$ cat config.mk
export PLATFORM = sky130hd
export DESIGN_NAME = qdec_timer
export DESIGN_NICKNAME = d
export VERILOG_FILES = /design/src/rtl/qdec_pkg.sv /design/src/rtl/qdec_sync.sv /design/src/rtl/qdec_edge.sv /design/src/rtl/qdec_count.sv /design/src/rtl/qdec_regs.sv /design/src/rtl/qdec_timer.sv
export SDC_FILE = /design/constraint.sdc
export NUM_CORES = 1
export LEC_CHECK = 0
export BUFFER_PORTS_ARGS = -buffer_cell sky130_fd_sc_hd__clkbuf_2
export CAP_MARGIN = 20
export CORE_AREA = 2 2 97 99
export CTS_BUF_LIST = sky130_fd_sc_hd__clkbuf_16
export CTS_CLUSTER_DIAMETER = 120
export DETAILED_ROUTE_END_ITERATION = 12
export DIE_AREA = 0 0 99 101
export GPL_TIMING_DRIVEN = 0
export MAX_ROUTING_LAYER = met4
export PLACE_DENSITY = 0.71
export SLEW_MARGIN = 20
export SYNTH_ARGS = -nofsm -noshare
export SYNTH_HDL_FRONTEND = slang
export SYNTH_SLANG_ARGS = --single-unit
$ cat constraint.sdc
create_clock -name clk -period 5 [get_ports clk]
set_input_delay 1 -clock clk [delete_from_list [all_inputs] [get_ports clk]]
set_output_delay 1 -clock clk [all_outputs]
set_load 0.01 [all_outputs]
$ cat src/rtl/qdec_pkg.sv
package qdec_pkg;

   // Register word offsets
   typedef enum logic [3:0] {
      RA_CFG  = 4'd0,
      RA_CNT  = 4'd1,
      RA_INIT = 4'd2,
      RA_MODV = 4'd3,
      RA_MODE = 4'd4,
      RA_PROT = 4'd5,
      RA_QCTL = 4'd6
   } reg_addr_e;

   localparam int MODE_MEN_BIT  = 0;
   localparam int MODE_UNLK_BIT = 2;
   localparam int PROT_LOCK_BIT = 0;
   localparam int QCTL_EN_BIT   = 0;

   typedef struct packed {
      logic up;
      logic dn;
   } qstep_t;

endpackage

$ cat src/rtl/qdec_sync.sv
module qdec_sync #(
   parameter int STAGES = 2,
   parameter int WIDTH  = 2
) (
   input  logic             clk,
   input  logic             rst_n,
   input  logic [WIDTH-1:0] din,
   output logic [WIDTH-1:0] dout
);

   generate
      for (genvar g = 0; g < WIDTH; g++) begin : g_bit
         logic [STAGES-1:0] chain_q;
         always_ff @(posedge clk or negedge rst_n) begin
            if (!rst_n) chain_q <= '0;
            else        chain_q <= {chain_q[STAGES-2:0], din[g]};
         end
         assign dout[g] = chain_q[STAGES-1];
      end
   endgenerate

endmodule

$ cat src/rtl/qdec_edge.sv
module qdec_edge
   import qdec_pkg::*;
(
   input  logic       clk,
   input  logic       rst_n,
   input  logic [1:0] ab,      // {A,B}, synchronised
   output qstep_t     step
);

   logic [1:0] prev_q;
   logic       a_chg, b_chg, single, dir_up;

   always_ff @(posedge clk or negedge rst_n) begin
      if (!rst_n) prev_q <= 2'b00;
      else        prev_q <= ab;
   end

   // x4 decode: exactly one phase moved; a double change is dropped
   always_comb begin
      a_chg   = ab[1] ^ prev_q[1];
      b_chg   = ab[0] ^ prev_q[0];
      single  = a_chg ^ b_chg;
      dir_up  = prev_q[1] ^ ab[0];
      step.up = single & dir_up;
      step.dn = single & ~dir_up;
   end

endmodule

$ cat src/rtl/qdec_count.sv
module qdec_count
   import qdec_pkg::*;
#(
   parameter int CNT_W  = 16,
   parameter int PSC_W  = 3,
   parameter bit PSC_EN = 1'b1
) (
   input  logic             clk,
   input  logic             rst_n,
   input  logic             en,
   input  qstep_t           step,
   input  logic             reload,
   input  logic [PSC_W-1:0] psc_sel,
   input  logic [CNT_W-1:0] init_val,
   input  logic [CNT_W-1:0] mod_val,
   output logic [CNT_W-1:0] count,
   output logic             ovf,
   output logic             unf
);

   localparam int ACC_W = (1 << PSC_W) - 1;

   logic any_step;
   logic fire;

   assign any_step = en & (step.up | step.dn);

   generate
      if (PSC_EN) begin : g_psc
         logic [ACC_W-1:0] acc_q;
         logic [ACC_W-1:0] acc_lim;
         assign acc_lim = (ACC_W'(1) << psc_sel) - ACC_W'(1);
         assign fire    = any_step & (acc_q == acc_lim);
         always_ff @(posedge clk or negedge rst_n) begin
            if (!rst_n)        acc_q <= '0;
            else if (reload)   acc_q <= '0;
            else if (any_step) acc_q <= fire ? '0 : acc_q + ACC_W'(1);
         end
      end else begin : g_nopsc
         assign fire = any_step;
      end
   endgenerate

   always_ff @(posedge clk or negedge rst_n) begin
      if (!rst_n) begin
         count <= '0;
         ovf   <= 1'b0;
         unf   <= 1'b0;
      end else begin
         ovf <= 1'b0;
         unf <= 1'b0;
         if (reload) begin
            count <= init_val;
         end else if (fire && step.up) begin
            if (count == mod_val) begin
               count <= init_val;
               ovf   <= 1'b1;
            end else begin
               count <= count + CNT_W'(1);
            end
         end else if (fire && step.dn) begin
            if (count == init_val) begin
               count <= mod_val;
               unf   <= 1'b1;
            end else begin
               count <= count - CNT_W'(1);
            end
         end
      end
   end

endmodule

$ cat src/rtl/qdec_regs.sv
module qdec_regs
   import qdec_pkg::*;
#(
   parameter int CNT_W  = 16,
   parameter int ADDR_W = 4,
   parameter int PSC_W  = 3
) (
   input  logic              clk,
   input  logic              rst_n,
   input  logic              bus_wr,
   input  logic [ADDR_W-1:0] bus_addr,
   input  logic [CNT_W-1:0]  bus_wdata,
   output logic [CNT_W-1:0]  bus_rdata,
   input  logic [CNT_W-1:0]  count,
   output logic [PSC_W-1:0]  psc_sel,
   output logic [CNT_W-1:0]  init_val,
   output logic [CNT_W-1:0]  mod_val,
   output logic              qen,
   output logic              locked,
   output logic              reload
);

   logic men_q;
   logic sel_cfg, sel_cnt, sel_init, sel_modv, sel_mode, sel_prot, sel_qctl;
   logic open_w, range_w;

   always_comb begin
      sel_cfg  = (bus_addr == ADDR_W'(RA_CFG));
      sel_cnt  = (bus_addr == ADDR_W'(RA_CNT));
      sel_init = (bus_addr == ADDR_W'(RA_INIT));
      sel_modv = (bus_addr == ADDR_W'(RA_MODV));
      sel_mode = (bus_addr == ADDR_W'(RA_MODE));
      sel_prot = (bus_addr == ADDR_W'(RA_PROT));
      sel_qctl = (bus_addr == ADDR_W'(RA_QCTL));
      open_w   = bus_wr & ~locked;
      range_w  = open_w & men_q;
   end

   assign reload = bus_wr & sel_cnt;

   always_ff @(posedge clk or negedge rst_n) begin
      if (!rst_n) begin
         locked   <= 1'b1;
         men_q    <= 1'b0;
         psc_sel  <= '0;
         qen      <= 1'b0;
         init_val <= '0;
         mod_val  <= '1;
      end else begin
         if (open_w && sel_cfg)   psc_sel  <= bus_wdata[PSC_W-1:0];
         if (open_w && sel_qctl)  qen      <= bus_wdata[QCTL_EN_BIT];
         if (range_w && sel_init) init_val <= bus_wdata;
         if (range_w && sel_modv) mod_val  <= bus_wdata;
         if (bus_wr && sel_mode) begin
            if (locked) begin
               if (bus_wdata[MODE_UNLK_BIT]) locked <= 1'b0;
            end else begin
               men_q <= bus_wdata[MODE_MEN_BIT];
            end
         end
         if (bus_wr && sel_prot && bus_wdata[PROT_LOCK_BIT]) locked <= 1'b1;
      end
   end

   always_comb begin
      bus_rdata = '0;
      if (sel_cfg)  bus_rdata[PSC_W-1:0]     = psc_sel;
      if (sel_cnt)  bus_rdata                = count;
      if (sel_init) bus_rdata                = init_val;
      if (sel_modv) bus_rdata                = mod_val;
      if (sel_mode) bus_rdata[MODE_MEN_BIT]  = men_q;
      if (sel_prot) bus_rdata[PROT_LOCK_BIT] = locked;
      if (sel_qctl) bus_rdata[QCTL_EN_BIT]   = qen;
   end

endmodule

$ cat src/rtl/qdec_timer.sv
module qdec_timer
   import qdec_pkg::*;
#(
   parameter int CNT_W       = 16,
   parameter int ADDR_W      = 4,
   parameter int PSC_W       = 3,
   parameter bit PSC_EN      = 1'b1,
   parameter int SYNC_STAGES = 2
) (
   input  logic              clk,
   input  logic              rst_n,
   input  logic              phase_a,
   input  logic              phase_b,
   input  logic              bus_wr,
   input  logic [ADDR_W-1:0] bus_addr,
   input  logic [CNT_W-1:0]  bus_wdata,
   output logic [CNT_W-1:0]  bus_rdata,
   output logic [CNT_W-1:0]  count,
   output logic              ovf_pulse,
   output logic              unf_pulse
);

   generate
      if (CNT_W < 8 || CNT_W > 32)      begin : g_bad_cnt  $error("CNT_W out of range");      end
      if (ADDR_W < 3 || ADDR_W > 4)     begin : g_bad_addr $error("ADDR_W out of range");     end
      if (PSC_W < 1 || PSC_W > 3)       begin : g_bad_psc  $error("PSC_W out of range");      end
      if (SYNC_STAGES < 2)              begin : g_bad_sync $error("SYNC_STAGES below two");   end
   endgenerate

   logic [1:0]       ab_sync;
   qstep_t           step;
   logic [PSC_W-1:0] psc_sel;
   logic [CNT_W-1:0] init_val, mod_val;
   logic             qen, locked, reload;

   qdec_sync #(.STAGES(SYNC_STAGES), .WIDTH(2)) u_sync (
      .clk  (clk),
      .rst_n(rst_n),
      .din  ({phase_a, phase_b}),
      .dout (ab_sync)
   );

   qdec_edge u_edge (
      .clk  (clk),
      .rst_n(rst_n),
      .ab   (ab_sync),
      .step (step)
   );

   qdec_regs #(.CNT_W(CNT_W), .ADDR_W(ADDR_W), .PSC_W(PSC_W)) u_regs (
      .clk      (clk),
      .rst_n    (rst_n),
      .bus_wr   (bus_wr),
      .bus_addr (bus_addr),
      .bus_wdata(bus_wdata),
      .bus_rdata(bus_rdata),
      .count    (count),
      .psc_sel  (psc_sel),
      .init_val (init_val),
      .mod_val  (mod_val),
      .qen      (qen),
      .locked   (locked),
      .reload   (reload)
   );

   qdec_count #(.CNT_W(CNT_W), .PSC_W(PSC_W), .PSC_EN(PSC_EN)) u_count (
      .clk     (clk),
      .rst_n   (rst_n),
      .en      (qen),
      .step    (step),
      .reload  (reload),
      .psc_sel (psc_sel),
      .init_val(init_val),
      .mod_val (mod_val),
      .count   (count),
      .ovf     (ovf_pulse),
      .unf     (unf_pulse)
   );

endmodule

==> qor_table.md <==
| Result | Reported | Unit |
|---|---|---|
| Via count of the first global-routing pass | 4189 | - |
| Max-slew violation total from the final report | 0 | - |
| Number of I/O pins | 59 | - |
| Maximum number of pins on one net before global-route repair | 41 | - |
| Worst vdd rail ir drop | 0.0002419 | V |
| Clock transition at the registers of the reported paths | 50 | ps |
| Post-Syn Nets | 554 | - |
| Final worst path period share | 0.7606 | - |
| Cts bufs inserted | 9 | - |
| TritonCTS sink count | 69 | - |
| Share of cell area taken by muxes after synthesis | 0.1543 | - |
| Share of synthesized cell area in and, or, nand and nor gates | 0.1806 | - |
| Number of cells on the worst hold path | 0 | - |
| Routed len/inst | 20.51 | µm |
| Power per standard cell area | 497.4 | nW/µm² |
| Detailed-route wire length | 14540 | µm |
| Area fraction in compound gates after synthesis | 0.1401 | - |
| Slew at the pin closest to its max-slew limit | 1173 | ps |
| Count of final hold-check violations | 0 | - |
| Reported max-cap violation count | 0 | - |
| Total Nets Final | 622 | - |
| Worst hold path type | flop to flop | - |
| Die X | 99 | µm |
| GRT Total Usage | 0.3123 | - |
| Crit Path Class | primary input to output port | - |
| FF-to-FF End | u_count.count[2] | - |
| Die outline height | 101 | µm |
| Iteration-0 DRC Markers | 233 | - |
| Leakage | 2.364 | nW |
| Global-route wire length before repair | 23250 | µm |
| Clock tree root buffer cell | clkbuf_16 | - |
| Setup crit start kind | primary input | - |
| DRC violations left | 0 | - |
| Count of mapped cells out of synthesis | 525 | - |
| Final non-filler cell total | 709 | - |
| Post-detailed-placement cell area | 5295 | µm² |
| Seq/Total Area, Yosys | 0.3605 | - |
| Cell area after layout | 5555 | µm² |
| Layout cell share with drive strength beyond 1 | 0.2525 | - |
| Flop and latch count out of synthesis | 69 | - |
| Clock Tree Buf Depth | 2 | - |
| I/O Buffers | 56 | - |
| Last weighted congestion value of the routability-driven placer | 0.9674 | - |
| GRT overflow | 0 | - |
| Final setup violation count | 0 | - |
| Number of buffers inserted to repair setup after CTS | 0 | - |
| Area added between synthesis and finish | 14.58 | % |
| Mapped Area | 4848 | µm² |
| Critical register-to-register path startpoint | u_regs.psc_sel[0] | - |
| Count of placed standard cells including taps | 693 | - |
| Clock tree skew after final layout | 6.670 | ps |
| Primary FF master, synth | dfrtp_1 | - |
| Flop-to-flop setup slack | 1290 | ps |
| Core area | 8977 | µm² |
| DP Wirelength | 10760 | µm |
| RSZ-0062 raised after global routing | false | - |
| Initial antenna violation count | 0 | - |
| Avg Vias per Cell | 6.052 | - |
| Final total negative setup slack | 0 | ps |
| Starting Density | 0.5401 | - |
| Yosys synthesis warning count | 0 | - |
| Upper clock frequency limit | 0.2630 | GHz |
| Number of standard-cell rows in the floorplan | 35 | - |
| CP endpoint kind | output port | - |
| Top fanout value on the critical path | 10 | - |
| Post-synthesis adder-cell area fraction | 0.01032 | - |
| Clock latency on the worst-skew pair | 330 | ps |
| Mean instance size in the synthesized netlist | 9.235 | µm² |
| Main combinational cell family by area after synthesis | simple AND/OR/NAND/NOR gates | - |
| Minimum clock period after layout | 3803 | ps |
| Critical path arrival | 2800 | ps |
| Xor/xnor share of the synthesized area | 0.1117 | - |
| Number of flops mapped to enable cells by yosys | 0 | - |
| Worst slew margin relative to its limit | 0.2071 | - |
| Detailed Routing Iterations Pass 1 | 5 | - |
| Worst Setup SP | bus_addr[1] | - |
| FF-to-FF path depth | 11 | - |
| Antenna Diode Count | 0 | - |
| Number of hold buffers added after CTS | 0 | - |
| Share of synthesized flip-flops with an asynchronous set or reset | 1.000 | - |
| Die ar. | 9999 | µm² |
| Crit path capture | bus_rdata[15] | - |
| Data required time at the worst endpoint | 4000 | ps |
| Number of distinct library cells after synthesis | 61 | - |
| Run status | finished clean | - |
| # H-tree levels | 3 | - |
| Remaining number of nets flagged by the antenna check after routing | 0 | - |
| TritonCTS clock tree | yes | - |
| Number of inserted filler cells in the final layout | 791 | - |
| Post-CTS sizing | 0 | - |
| Via total after detailed routing | 4291 | - |
==> registers in the layout (all words and copies together), names as in the netlist, 2 cells and up <==
| signal | count |
|---|---|
| u_edge.prev_q | 2 |
| u_count.g_psc.acc_q | 7 |
| u_sync.g_bit.chain_q | 4 |
| u_count.count | 16 |
| u_regs.psc_sel | 3 |
| u_regs.init_val | 16 |
| u_regs.mod_val | 16 |
==> cell usage after synthesis, drive strengths merged, types with 8 or more instances <==
cell,n,share of area
clkbuf,37,0.029
dfstp,17,0.092
nor4,11,0.014
mux2i,14,0.029
a22oi,14,0.022
mux2,48,0.11
nand3,11,0.011
a21oi,22,0.023
xnor2,29,0.054
nor2,54,0.042
nand2,44,0.034
nor3,8,0.0083
dfrtp,52,0.27
o21ai,20,0.021
xor2,32,0.058
nand4,13,0.017
==> worst min path at each step <==
| stage | startpoint | endpoint | slack, ps |
|---|---|---|---|
| 2_1_floorplan | u_sync.g_bit[0].chain_q[0] | u_sync.g_bit[0].chain_q[1] | 330 |
| 3_3_place_gp | u_sync.g_bit[0].chain_q[0] | u_sync.g_bit[0].chain_q[1] | 330 |
| 3_5_place_dp | u_sync.g_bit[0].chain_q[0] | u_sync.g_bit[0].chain_q[1] | 350 |
| 4_1_cts | u_sync.g_bit[0].chain_q[0] | u_sync.g_bit[0].chain_q[1] | 360 |
| 5_1_grt | u_sync.g_bit[0].chain_q[0] | u_sync.g_bit[0].chain_q[1] | 360 |
| 6_report | u_sync.g_bit[0].chain_q[0] | u_sync.g_bit[0].chain_q[1] | 350 |
==> through the flow <==
step	total power [mW]	util	hold WS, ps	setup slack (ps)
6_report	2.763	0.6188	354.5	1197
5_1_grt	2.941	0.6188	362.2	1073
4_1_cts	2.755	0.6188	358.0	1222
3_5_place_dp	2.180	0.5898	345.7	1221
3_3_place_gp	2.159	0.5868	334.8	892.7
2_1_floorplan	1.804	-	331.2	1789
==> cell type report <==
type	instances	area [µm²]	area share
plain buffers	44	182.7	0.03288
clock buffers	9	225.2	0.04054
clock inverters	7	35.03	0.006306
inverters	6	22.52	0.004054
multi-input cells	406	2900	0.5221
flip-flops and latches	69	1748	0.3146
well taps	111	138.9	0.02500
repair buffers	57	302.8	0.05450
==> worst max-delay path, cell delays in order <==
cell and delay, ps:
clkbuf_1 260, clkbuf_1 690, mux2_2 410, a22oi_1 230, nor2_1 60, clkbuf_2 140
==> metal layers <==
layer | global-route usage | routed length, µm | part of all wire | vias to the layer above
li1 | - | - | - | 2023
met1 | 0.4272 | 6578 | 0.45 | 2107
met2 | 0.4932 | 6955 | 0.48 | 143
met3 | 0.03953 | 765 | 0.053 | 18
met4 | 0.08641 | 243 | 0.017 | 0
met5 | - | 0 | 0 | -
==> power breakdown <==
part / total, mW / internal (mW) / switching (mW)
logic: 1.30 / 0.562 / 0.739
clock network: 0.566 / 0.327 / 0.238
registers: 0.896 / 0.718 / 0.178
==> cells by family (layout without fill, tap and decap cells) <==
group                    count (synthesis)  after routing
AO/OA/AOI/OAI                           99             99
XOR/XNOR                                61             61
adder cells (fa/ha/maj)                  4              4
buffers and inverters                   50            123
flip-flops                              69             69
multiplexers                            65             65
AND/OR/NAND/NOR                        177            177
==> placed cells by master, fill, tap and decap left out, drive strengths merged, types with 7 or more instances in the layout <==
cell type  synthesis  routed
mux2i             14      14
mux2              48      48
dfrtp             52      52
a21oi             22      22
nor4              11      11
xor2              32      32
xnor2             29      29
dfstp             17      17
clkbuf            37     102
inv                6       8
buf                7       8
nand4             13      13
nand3             11      11
o21ai             20      20
nor2b              7       7
nor3               8       8
a22oi             14      14
nand2             44      44
nor2              54      54
(Power assumes the default switching activity.)
